==> config.mk <==
export PLATFORM = sky130hd
export DESIGN_NAME = dispEventCtrl
export DESIGN_NICKNAME = d
export VERILOG_FILES = /design/src/rtl/dispPkg.sv /design/src/rtl/dispEdgeSync.sv /design/src/rtl/dispControl.sv /design/src/rtl/dispDatapath.sv /design/src/rtl/dispEventCtrl.sv
export SDC_FILE = /design/constraint.sdc
export NUM_CORES = 1
export LEC_CHECK = 0
export CORE_MARGIN = 10
export CORE_UTILIZATION = 49
export CTS_CLUSTER_SIZE = 14
export DETAILED_ROUTE_END_ITERATION = 12
export PLACE_DENSITY = 0.84
export SETUP_SLACK_MARGIN = 0.15
export SLEW_MARGIN = 20
export SYNTH_ARGS = -nofsm -noshare
export SYNTH_HDL_FRONTEND = slang
export SYNTH_SLANG_ARGS = --single-unit
==> constraint.sdc <==
create_clock -name clk -period 4.5 [get_ports clk]
set_input_delay 0.9 -clock clk [delete_from_list [all_inputs] [get_ports clk]]
set_output_delay 0.9 -clock clk [all_outputs]
set_load 0.005 [all_outputs]
==> src/rtl/dispPkg.sv <==
package dispPkg;
  parameter int DISP_W = 16;
  parameter int NIB_W  = 4;
  parameter int SYNC_STAGES = 2;
  localparam int NUM_SRC = 2;
  localparam int SRC_NIB = 0;
  localparam int SRC_CMP = 1;

  typedef enum logic [2:0] {
    ST_IDLE,
    ST_SHOW_IN,
    ST_KICK,
    ST_WAIT,
    ST_SHOW_RES
  } ctrlState_t;

  typedef struct packed {
    logic shiftIn;
    logic loadResult;
    logic publish;
    logic hold;
  } dispStrobe_t;
endpackage

==> src/rtl/dispEdgeSync.sv <==
module dispEdgeSync #(
  parameter int STAGES = 2
) (
  input  logic clk,
  input  logic rst,
  input  logic rawIn,
  output logic risePulse
);
  localparam int CHAIN = STAGES + 1;
  logic [CHAIN-1:0] chain;

  always_ff @(posedge clk) begin
    if (rst) chain <= '0;
    else     chain <= {chain[CHAIN-2:0], rawIn};
  end

  assign risePulse = chain[CHAIN-2] & ~chain[CHAIN-1];

  AST_SINGLE_PULSE: assert property (@(posedge clk) disable iff (rst)
    risePulse |=> !risePulse);
endmodule

==> src/rtl/dispControl.sv <==
module dispControl
  import dispPkg::*;
(
  input  logic        clk,
  input  logic        rst,
  input  logic        nibEdge,
  input  logic        cmpEdge,
  input  logic        regZero,
  input  logic        engDone,
  output logic        engStart,
  output dispStrobe_t strb
);
  ctrlState_t state, stateNext;
  logic nibPend, cmpPend;
  logic serveNib, serveCmp, engBusy;

  assign engBusy  = (state == ST_KICK) || (state == ST_WAIT);
  assign serveNib = (state == ST_IDLE) && nibPend;
  assign serveCmp = (state == ST_IDLE) && !nibPend && cmpPend;

  always_ff @(posedge clk) begin
    if (rst) begin
      nibPend <= 1'b0;
      cmpPend <= 1'b0;
    end else begin
      nibPend <= (nibPend && !serveNib) || nibEdge;
      cmpPend <= (cmpPend && !serveCmp) || (cmpEdge && !engBusy);
    end
  end

  always_comb begin
    stateNext = state;
    strb      = '0;
    engStart  = 1'b0;
    unique case (state)
      ST_IDLE: begin
        if (serveNib) begin
          strb.shiftIn = 1'b1;
          stateNext    = ST_SHOW_IN;
        end else if (serveCmp && !regZero) begin
          stateNext = ST_KICK;
        end
      end
      ST_SHOW_IN: begin
        strb.publish = 1'b1;
        stateNext    = ST_IDLE;
      end
      ST_KICK: begin
        engStart  = 1'b1;
        strb.hold = 1'b1;
        stateNext = ST_WAIT;
      end
      ST_WAIT: begin
        strb.hold = 1'b1;
        if (engDone) begin
          strb.loadResult = 1'b1;
          stateNext       = ST_SHOW_RES;
        end
      end
      ST_SHOW_RES: begin
        strb.publish = 1'b1;
        stateNext    = ST_IDLE;
      end
      default: stateNext = ST_IDLE;
    endcase
  end

  always_ff @(posedge clk) begin
    if (rst) state <= ST_IDLE;
    else     state <= stateNext;
  end

  AST_START_ONCE: assert property (@(posedge clk) disable iff (rst)
    engStart |=> !engStart);
  AST_NO_START_ZERO: assert property (@(posedge clk) disable iff (rst)
    engStart |-> !regZero);
  AST_ONE_ACTION: assert property (@(posedge clk) disable iff (rst)
    $onehot0({strb.shiftIn, strb.loadResult, engStart}));
  AST_DONE_WAITS: assert property (@(posedge clk) disable iff (rst)
    engStart |=> !strb.loadResult);
endmodule

==> src/rtl/dispDatapath.sv <==
module dispDatapath
  import dispPkg::*;
(
  input  logic              clk,
  input  logic              rst,
  input  dispStrobe_t       strb,
  input  logic [NIB_W-1:0]  nibbleIn,
  input  logic [DISP_W-1:0] engResult,
  output logic [DISP_W-1:0] dispReg,
  output logic [DISP_W-1:0] dispOut,
  output logic              regZero
);
  always_ff @(posedge clk) begin
    if (rst) begin
      dispReg <= '0;
      dispOut <= '0;
    end else begin
      if (strb.shiftIn)
        dispReg <= {dispReg[DISP_W-NIB_W-1:0], nibbleIn};
      else if (strb.loadResult)
        dispReg <= engResult;
      if (strb.publish)
        dispOut <= dispReg;
    end
  end

  assign regZero = (dispReg == '0);

  AST_REG_HOLD: assert property (@(posedge clk) disable iff (rst)
    (strb.hold && $past(strb.hold)) |-> $stable(dispReg));
  AST_OUT_QUIET: assert property (@(posedge clk) disable iff (rst)
    !$past(strb.publish) |-> $stable(dispOut));
endmodule

==> src/rtl/dispEventCtrl.sv <==
module dispEventCtrl
  import dispPkg::*;
(
  input  logic        clk,
  input  logic        rst,
  input  logic        nibbleEvt,
  input  logic        computeEvt,
  input  logic [3:0]  nibbleIn,
  output logic        engStart,
  output logic [15:0] engArg,
  input  logic        engDone,
  input  logic [15:0] engResult,
  output logic [15:0] dispOut
);
  logic [NUM_SRC-1:0] rawEvt, evtEdge;
  dispStrobe_t strb;
  logic [DISP_W-1:0] dispReg;
  logic regZero;

  assign rawEvt[SRC_NIB] = nibbleEvt;
  assign rawEvt[SRC_CMP] = computeEvt;

  for (genvar i = 0; i < NUM_SRC; i++) begin : gSync
    dispEdgeSync #(.STAGES(SYNC_STAGES)) uSync (
      .clk(clk), .rst(rst), .rawIn(rawEvt[i]), .risePulse(evtEdge[i]));
  end

  dispControl uCtrl (
    .clk(clk), .rst(rst),
    .nibEdge(evtEdge[SRC_NIB]), .cmpEdge(evtEdge[SRC_CMP]),
    .regZero(regZero), .engDone(engDone),
    .engStart(engStart), .strb(strb));

  dispDatapath uPath (
    .clk(clk), .rst(rst), .strb(strb),
    .nibbleIn(nibbleIn), .engResult(engResult),
    .dispReg(dispReg), .dispOut(dispOut), .regZero(regZero));

  assign engArg = dispReg;
endmodule

==> summary.md <==
| Metric | Value |
|---|---|
| Yosys top cell area share | approximately 46% |
| RSZ-0062 raised after global routing | no |
| Max-Cap Viols | 0 |
| Status | finished, final reports clean |
| Post-CTS setup repair buffer count | 0 |
| Die X-Extent | around 82 um |
| Die area | roughly 6700 um2 |
| Post-synth EDFFs | 0 |
| DR WL/cell | roughly 16 um |
| Routed wl met3 | roughly 410 um |
| TNS Setup | 0 ps |
| FILL cells | approximately 330 |
| Synth Flop Type | dfxtp_1 |
| Peak VDD IR | between 0.2 and 0.25 mV |
| Met1 wire length | about 2.1 mm |
| Sink Count | between 40 and 50 |
| Vias in the first global route | ~1,500 |
| Initial antenna violation count | 0 |
| Clk buf depth | 2 |
| Core Box Area | 3661 um2 |
| Grt total ovfl | 0 |
| Area contributors post-synth | dfxtp_1, a311oi_2, nand2_1 |
| Worst Path Arrival | 1850 ps |
| CP max FO | 23 |
| Via Count | 1,638 |
| Post-cts repair resize count | 0 |
| Tcrit/Tclk final | 61.03% |
| Synthesis-stage register bit count | 43 |
| Avg Vias per Cell | between 5 and 6 |
| Setup-failing EPs final | 0 |
| Worst Tran Pin Value | ~1000 ps |
| Placed cells | roughly 290 |
| Leak | just over 0.8 nW |
| IO buf count | between 50 and 60 |
| CP peak stage delay | around 740 ps |
| Root Buffer Master | clkbuf_8 |
| TritonCTS clock tree | yes |
| CTS Buf Count | 5 |
| Global-route wire length before repair | around 7.3 mm |
| Max-slew violation count | 0 |
| Dpl hpwl | around 3.3 mm |
| DIE HEIGHT | around 82 um |
| Syn nets | between 200 and 250 |
| Rel. slew slack | 32.92% |
| Htree depth | 2 |
| Register area | between 800 and 900 um2 |
| Final WL | 4.753 mm |
| Pin count of the biggest net entering global routing | between 40 and 50 |
| Cell count after synthesis | 207 |
| Setup crit end kind | output port |
| Minimum clock period | approximately 2700 ps |
| Clock Latency Late Sink | 300 ps |
| P per Cell Area | between 200 and 300 nW/um2 |
| Yosys Warn Count | 0 |
| Post-Layout Cell Count | around 300 |
| Buffer and inverter count on the worst path | 1 |
| HP Class | flop to flop |
| Clock transition at path regs | 80 ps |
| Final ANT Viol Nets | 0 |
| Syn avg cell area | ~9.0 um2 |
| Residual DRC | 0 |
| Final Hold Viols | 0 |
| Met2 routed WL | roughly 2.2 mm |
| All-layer global routing usage | between 10 and 15% |
| Multi-input gate area | approximately 900 um2 |
| Crit-path cells | nand2b_1 -> nor2_1 -> clkdlybuf4s50_1 |
| Inserted Diodes | 0 |
| Nets | about 280 |
| Rows | 22 |
| Netlist cell types | 29 |
| DR pass1 iterations | 4 |
| Dominant cell type by area after synthesis | dfxtp_1 |
| Placer Congestion | between 0.7 and 0.8 |
| Share of layout cells above drive strength 1 | around a tenth |
| # hold bufs at CTS | 0 |
| Area Overhead vs Synth | 31.72% |
| Top routing layer in use | met4 |
| Crit-path leading delay family | flip-flops |
| Slowest-stage cell, CP | dfxtp_1 |
| Leading cell type in the layout, fill and taps excluded | clkdlybuf4s50_1 |
| Sequential area share after synthesis | between 40% and 50% |
| Async SR Flop Fraction | 0% |
| # IOs | 58 |
| Cell Area, Synth | between 1500 and 2000 um2 |
| CP Class | flop to output port |
| Startpoint types | flop |
| Initial drt markers | approximately 120 |
| Worst-case clock skew | around 5.7 ps |
| Most frequent cells in the layout | clkdlybuf4s50_1, dfxtp_1, nand2_1, nor2_1, a21oi_1 |
| Critical Path RT | ~3600 ps |
| Initial Utilization | 50.85% |
| Peak Freq | 364.1 MHz |
[cell usage after synthesis (4+ instances only)]
cell type and count:
buf_2 4, buf_6 4, nand2_1 32, nor2_1 20, nand3_1 16, o21ai_0 17
clkbuf_1 9, nor4_1 4, dfxtp_1 43, nor2b_1 7, a21oi_1 18, a311oi_2 16
[where the power goes]
group / switching (mW) / total [mW] / leakage, nW / internal (mW)
combinational: 0.0339 / 0.0786 / 0.428 / 0.0447
clock: 0.126 / 0.235 / 0.0422 / 0.109
sequential: 0.0138 / 0.404 / 0.349 / 0.391
[final cells by class]
cell class | instances | area share [%]
well taps | 48 | 2.449
clock inverters | 1 | 0.2041
flip-flops and latches | 43 | 35.10
clock buffers | 7 | 3.112
inverters | 1 | 0.1531
repair buffers | 57 | 23.06
multi-input cells | 144 | 35.92
[state kept, by name, summed over array words and instances (netlist names)]
name               cells
uPath.dispOut         16
uPath.dispReg         16
gSync.uSync.chain      6
uCtrl.state            3
uCtrl.cmpPend          1
uCtrl.nibPend          1
[stage by stage]
stage / total power, mW / hold WS [ps] / setup slack (ps) / area, um2 / utilization [%]
finish: 0.7178 / 440.6 / 1754 / 2452 / 66.99
global route: 0.7448 / 468.8 / 1593 / 2452 / 66.99
CTS: 0.7169 / 441.3 / 1747 / 2445 / 66.78
detailed placement: 0.4910 / 423.7 / 1927 / 2364 / 64.56
global placement: 0.4894 / 416.1 / 1955 / 2364 / 64.56
floorplan: 0.4511 / 413.8 / 2693 / 1862 / -
[layer usage]
metal | vias up | track usage [%]
met3 | 6 | 5.568
met4 | 0 | 5.612
met1 | 755 | 17.34
li1 | 822 | -
met2 | 55 | 20.77
met5 | - | 0
[logic make-up after synthesis]
family,Yosys count,synth area share [%]
flops,43,46.24
simple gates,88,22.38
compound gates,54,23.59
xor+xnor,2,0.9410
buf+inv,20,6.854
[final timing paths]
kind                                       from                            endpoint  cells past startpoint  slack [ps]
min          gSync[0].uSync.chain[0]$_SDFF_PP0_  gSync[0].uSync.chain[1]$_SDFF_PP0_                      1         440
max                 uCtrl.state[1]$_SDFFE_PP0P_                            engStart                      3        1750
max reg2reg         uCtrl.state[1]$_SDFFE_PP0P_      uPath.dispReg[14]$_SDFFE_PP0P_                      3        2530
min reg2reg  gSync[0].uSync.chain[0]$_SDFF_PP0_  gSync[0].uSync.chain[1]$_SDFF_PP0_                      1         440
(Power assumes the default switching activity.)
